## config.mk

```make
export PLATFORM = sky130hd
export DESIGN_NAME = priv_event_counter
export DESIGN_NICKNAME = d
export VERILOG_FILES = /design/src/rtl/pmon_pkg.sv /design/src/rtl/evtype_reg.sv /design/src/rtl/priv_filter.sv /design/src/rtl/event_select.sv /design/src/rtl/pmon_counter.sv /design/src/rtl/priv_event_counter.sv
export SDC_FILE = /design/constraint.sdc
export NUM_CORES = 1
export LEC_CHECK = 0
export BUFFER_PORTS_ARGS = -buffer_cell sky130_fd_sc_hd__buf_2
export CORE_UTILIZATION = 57
export CTS_CLUSTER_SIZE = 30
export DETAILED_ROUTE_END_ITERATION = 12
export PLACE_DENSITY = 0.86
export SYNTH_ARGS = -nofsm -noshare
export SYNTH_HDL_FRONTEND = slang
export SYNTH_SLANG_ARGS = --single-unit
```

## constraint.sdc

```tcl
create_clock -name clk -period 5.1 [get_ports clk]
set_input_delay 0.255 -clock clk [delete_from_list [all_inputs] [get_ports clk]]
set_output_delay 0.255 -clock clk [all_outputs]
set_load 0.01 [all_outputs]
```

## src/rtl/pmon_pkg.sv

```systemverilog
// Package: shared types and field positions of the event-type register.
// Assumes a 32-bit register word. Filter bits sit at the top six bits.
package pmon_pkg;
    localparam int TYPE_W   = 32;
    localparam int SEL_W    = 10;
    localparam int BIT_P    = 31;
    localparam int BIT_U    = 30;
    localparam int BIT_NSK  = 29;
    localparam int BIT_NSU  = 28;
    localparam int BIT_NSH  = 27;
    localparam int BIT_M    = 26;

    typedef enum logic [1:0] {
        LVL_EL0 = 2'd0,
        LVL_EL1 = 2'd1,
        LVL_EL2 = 2'd2,
        LVL_EL3 = 2'd3
    } exc_level_e;

    typedef struct packed {
        logic p;
        logic u;
        logic nsk;
        logic nsu;
        logic nsh;
        logic m;
    } filt_bits_t;
endpackage

```

## src/rtl/evtype_reg.sv

```systemverilog
// Module: event-type register. It stores the filter bits and the event
// number, and it drops the reserved span on write.
// Assumes that wr_en is a single-cycle strobe qualified by the caller.
module evtype_reg
    import pmon_pkg::*;
#(
    parameter int SEL_BITS = SEL_W
) (
    input  logic                 clk,
    input  logic                 rst_n,
    input  logic                 wr_en,
    input  logic [TYPE_W-1:0]    wr_data,
    output filt_bits_t           filt,
    output logic [SEL_BITS-1:0]  evt_sel,
    output logic [TYPE_W-1:0]    type_word
);
    localparam int RESV_W = BIT_M - SEL_BITS;

    filt_bits_t          filt_q;
    logic [SEL_BITS-1:0] sel_q;
    logic                unused_resv;

    // Load the filter bits and the event number on a type write.
    always_ff @(posedge clk) begin
        if (!rst_n) begin
            filt_q <= '0;
            sel_q  <= '0;
        end else if (wr_en) begin
            filt_q <= filt_bits_t'(wr_data[TYPE_W-1:BIT_M]);
            sel_q  <= wr_data[SEL_BITS-1:0];
        end
    end

    // The reserved span is not stored.
    assign unused_resv = ^wr_data[BIT_M-1:SEL_BITS];

    // Assemble the read-back word with the reserved span forced to zero.
    always_comb begin
        type_word = {filt_q, {RESV_W{1'b0}}, sel_q};
    end

    assign filt    = filt_q;
    assign evt_sel = sel_q;
endmodule

```

## src/rtl/priv_filter.sv

```systemverilog
// Module: count-enable decision from the filter bits, the exception level
// and the security state. Purely combinational.
// Assumes that EL2 exists only non-secure and EL3 only secure, so at those
// two levels the security flag is ignored.
module priv_filter
    import pmon_pkg::*;
(
    input  filt_bits_t  filt,
    input  exc_level_e  level,
    input  logic        non_secure,
    output logic        allow
);
    // Pick the rule that applies to the current level and state.
    always_comb begin
        allow = 1'b0;
        unique case (level)
            LVL_EL0: allow = non_secure ? (filt.nsu == filt.u) : !filt.u;
            LVL_EL1: allow = non_secure ? (filt.nsk == filt.p) : !filt.p;
            LVL_EL2: allow = filt.nsh;
            LVL_EL3: allow = (filt.m == filt.p);
            default: allow = 1'b0;
        endcase
    end
endmodule

```

## src/rtl/event_select.sv

```systemverilog
// Module: picks the pulse that the event number names. Numbers with no
// implemented event give no hit.
// Assumes that EVT_W does not exceed 2**SEL_BITS.
module event_select #(
    parameter int EVT_W    = 16,
    parameter int SEL_BITS = 10
) (
    input  logic [EVT_W-1:0]    evt_pulse,
    input  logic [SEL_BITS-1:0] evt_sel,
    output logic                hit
);
    logic [EVT_W-1:0] match;

    // One comparator per implemented event number.
    for (genvar gi = 0; gi < EVT_W; gi++) begin : g_match
        assign match[gi] = (evt_sel == SEL_BITS'(gi)) & evt_pulse[gi];
    end

    // At most one comparator matches, so an OR reduction is enough.
    assign hit = |match;
endmodule

```

## src/rtl/pmon_counter.sv

```systemverilog
// Module: a wrapping event counter. A load has priority over an increment.
// Assumes that inc is already qualified by the filter and the event select.
module pmon_counter #(
    parameter int CNT_W = 32
) (
    input  logic             clk,
    input  logic             rst_n,
    input  logic             load,
    input  logic [CNT_W-1:0] load_val,
    input  logic             inc,
    output logic [CNT_W-1:0] cnt
);
    logic [CNT_W-1:0] cnt_q;

    // Load, or step by one and wrap at all ones.
    always_ff @(posedge clk) begin
        if (!rst_n)
            cnt_q <= '0;
        else if (load)
            cnt_q <= load_val;
        else if (inc)
            cnt_q <= cnt_q + CNT_W'(1);
    end

    assign cnt = cnt_q;
endmodule

```

## src/rtl/priv_event_counter.sv

```systemverilog
// Module: top of the privilege-filtered event counter. It ties the type
// register, the filter, the event select and the counter together and
// drives the combinational read mux.
// Assumes that the counter is exactly as wide as the register word.
module priv_event_counter
    import pmon_pkg::*;
#(
    parameter int EVT_W = 16,
    parameter int CNT_W = 32
) (
    input  logic              clk,
    input  logic              rst_n,
    input  logic [EVT_W-1:0]  evt_pulse,
    input  logic [1:0]        cur_el,
    input  logic              non_secure,
    input  logic              wr_en,
    input  logic              wr_sel,
    input  logic [31:0]       wr_data,
    input  logic              rd_sel,
    output logic [31:0]       rd_data
);
    filt_bits_t        filt;
    logic [SEL_W-1:0]  evt_sel;
    logic [31:0]       type_word;
    logic              allow;
    logic              hit;
    logic [CNT_W-1:0]  cnt_val;

    evtype_reg #(.SEL_BITS(SEL_W)) u_type (
        .clk       (clk),
        .rst_n     (rst_n),
        .wr_en     (wr_en && !wr_sel),
        .wr_data   (wr_data),
        .filt      (filt),
        .evt_sel   (evt_sel),
        .type_word (type_word)
    );

    priv_filter u_filt (
        .filt       (filt),
        .level      (exc_level_e'(cur_el)),
        .non_secure (non_secure),
        .allow      (allow)
    );

    event_select #(.EVT_W(EVT_W), .SEL_BITS(SEL_W)) u_sel (
        .evt_pulse (evt_pulse),
        .evt_sel   (evt_sel),
        .hit       (hit)
    );

    pmon_counter #(.CNT_W(CNT_W)) u_cnt (
        .clk      (clk),
        .rst_n    (rst_n),
        .load     (wr_en && wr_sel),
        .load_val (wr_data[CNT_W-1:0]),
        .inc      (hit && allow),
        .cnt      (cnt_val)
    );

    // Read mux: counter or type register.
    always_comb begin
        rd_data = rd_sel ? 32'(cnt_val) : type_word;
    end
endmodule

```

==> results.json <==
{
  "cts_buffers": 5,
  "crit_chain": "mux2i_1, a32oi_1, nand2_1, or4_1, or4_1, a31oi_1",
  "power_uw": 940,
  "critPathMostFrequentCell": "or4_1",
  "power_density_nw_per_um2": 253,
  "die_width_microns": 76.7,
  "wl_per_cell_microns": 16.0,
  "ys_seq_elements": 48,
  "worst-path-stages": 6,
  "track_usage_pct": 29.3,
  "num_vias": 3407,
  "synthArstFlopShare_pct": 0,
  "dr.first_iter.drc_count": 278,
  "synthTopCellsByCount": "nand2_1 (60), dfxtp_1 (48), a21oi_1 (29)",
  "period_share_pct": 56.3,
  "yosysWarnings": 0,
  "die_area_sq_um": 5890,
  "clkPwrFrac_pct": 33.0,
  "relSlewSlack_pct": 15.3,
  "cts-htree-levels": 2,
  "critPathKind": "reg -> reg",
  "worst-path-buf-inv": 0,
  "tightestPinTransition_ns": 1.27,
  "cp_data_required_time_ns": 5.34,
  "regArea_sq_um": 961,
  "synthCells": 404,
  "initial_utilization_pct": 60.8,
  "start_kind": "flip-flop",
  "gr-total-overflow": 0,
  "synth_compound_area_share_pct": 15.4,
  "yosysUniqueCellTypes": 48,
  "ff2ff_path_depth": 6,
  "ys_top_cells_by_area": "dfxtp_1 (30%), mux2i_1 (7.2%), nand2_1 (7.1%)",
  "crit_fanout": 11,
  "firstDrtPassIters": 5,
  "num_rows": 26,
  "grt_pass1_wl_mm": 14.0,
  "grt_use_met2_pct": 49.4,
  "cts_tree": "yes",
  "coreArea_sq_um": 5240,
  "synth_fp_nets": 461,
  "ir_drop_v": 0.000162,
  "synthAdderAreaFrac_pct": 0.393,
  "fin_crit_ns": 2.87,
  "cts.path.max_buffers": 2,
  "yosysMostFrequentCell": "nand2_1",
  "pwr-share-comb_pct": 20.0,
  "wl_mm": 8.63,
  "root_buffer": "clkbuf_8",
  "drc": 0,
  "drv_cap": 0,
  "rsz0062_at_grt": "no",
  "dp_hpwl_mm": 5.97,
  "slowest_delay_ns": 0.64,
  "numClockSinks": 48,
  "multi_input_area_sq_um": 2060,
  "post-cts-setup-buffers": 0,
  "synth_top_area_share_pct": 30.2,
  "yosys.area_share.simple_pct": 30.6,
  "io_buffers": 87,
  "hold_path.class": "in -> reg",
  "p_leak_nw": 1.49,
  "drive_gt1_share_pct": 25.9,
  "hold_violations": 0,
  "busiest_layer": "met2",
  "netSwitchingPower_uw": 278,
  "cts_hold_buf": 0,
  "place_congestion": 0.859,
  "swShare_pct": 29.5,
  "first_global_vias": 3058,
  "setup_tns_ns": 0,
  "grt_use_met1_pct": 37.2,
  "insertedDiodeCount": 0,
  "max_freq_mhz": 348,
  "setup_viol": 0,
  "synth.avg_cell_area_sq_um": 7.88,
  "fillers": 456,
  "grt_max_degree": 50,
  "holdPathStages": 2,
  "synth_top_family_by_area": "simple AND/OR/NAND/NOR gates",
  "cts-resized-gates": 0,
  "layout.nets": 527,
  "use_met3_pct": 5.24,
  "synth_xor_area_share_pct": 2.20,
  "endpoint_kind": "flip-flop",
  "crit_family": "simple AND/OR/NAND/NOR gates",
  "synth_edf_count": 0,
  "io_pins": 88,
  "synth_top_area_cell": "dfxtp_1",
  "slew_viol_final": 0,
  "syn_area_sq_um": 3180,
  "ys_seq_area_share_pct": 30.2,
  "ys.flop_type": "dfxtp_1",
  "critical_path_arrival_ns": 3.11,
  "muxShareOfSynthArea_pct": 16.0,
  "ant_nets": 0,
  "run_status": "finished, final reports clean",
  "insertion_delay_ns": 0.31,
  "die_h_microns": 76.7,
  "slowest_stage": "dfxtp_1",
  "power_frac_seq_pct": 47.0,
  "area_delta_synth_final_pct": 16.6,
  "clock_skew_ns": 0.00821,
  "p_int_uw": 662,
  "via_per_inst": 6.30,
  "path_clk_slew_ns": 0.10,
  "antenna_found_initial": 0
}
## placed cells by master, fill, tap and decap left out, types with 7 or more instances in the layout
cell	netlist	layout
o21ai_0	17	17
xnor2_1	7	7
nand2_1	60	60
and3_1	11	11
mux2i_1	23	23
clkbuf_8	0	7
nor2_1	18	18
dfxtp_1	48	48
mux2_2	19	19
a21oi_1	29	29
buf_2	4	87
and2_1	17	17
a22oi_1	7	7
nor4_1	13	12
nand4_1	10	10
nor3_1	15	15
nand3_1	16	16
## cell families after synthesis
| kind of cell | after synthesis |
|---|---|
| flops | 48 |
| simple gates | 185 |
| compound gates | 81 |
| mux | 45 |
| xor+xnor | 8 |
| buf+inv | 36 |
| fa+ha+maj | 1 |
## registers in the layout, summed over array words and instances (netlist names)
name,cells
u_type.filt,6
u_type.evt_sel,10
u_cnt.cnt,32
## per-stage QoR
stage                     hold WS [ns]  area, sq um  setup slack [ns]  utilization (%)  cells
after floorplan                  0.373         3180              2.66                -    404
after CTS                        0.151         3710              2.25             70.9    541
after global routing             0.153         3710              2.03             70.9    541
after global placement           0.444         3590              2.44             68.5    533
after detailed placement         0.465         3590              2.31             68.5    533
final                            0.145         3710              2.23             70.9    541
## power by group through the flow
stage          combinational [mW]  sequential, mW  clock [mW]
3_5_place_dp                0.185           0.449           0
6_report                    0.188           0.442       0.310
5_1_grt                     0.205           0.448       0.322
4_1_cts                     0.186           0.441       0.309
3_3_place_gp                0.178           0.447           0
2_1_floorplan               0.134           0.436           0
## worst paths after layout
kind	start	end	slack (ns)
min reg2reg	u_type.filt[1]	u_type.filt[1]	0.47
min	wr_data[12]	u_cnt.cnt[12]	0.15
max reg2reg	u_type.evt_sel[1]	u_cnt.cnt[8]	2.23
max	u_type.evt_sel[1]	u_cnt.cnt[8]	2.23
## worst reg2reg max path: stages (launching register included)
cell     delay, ns
dfxtp_1       0.64
mux2i_1       0.16
a32oi_1       0.54
nand2_1       0.19
or4_1         0.59
or4_1         0.51
a31oi_1       0.16
## layout make-up
cell class                 instances  share of cell area (%)
multi-input combinational        320                    55.6
sequential                        48                    25.9
timing repair buffer              89                    12.1
clock buffer                       7                    2.60
tap                               70                    2.36
clock inverter                     1                   0.809
inverter                           6                   0.607
## per-layer routing
metal / share of wire (%) / vias to the layer above
met1: 42 / 1607
met3: 7.6 / 31
li1: - / 1607
met5: 0 / -
met2: 48 / 162
met4: 2.5 / 0
No activity file was read; power rests on OpenSTA's default activity.
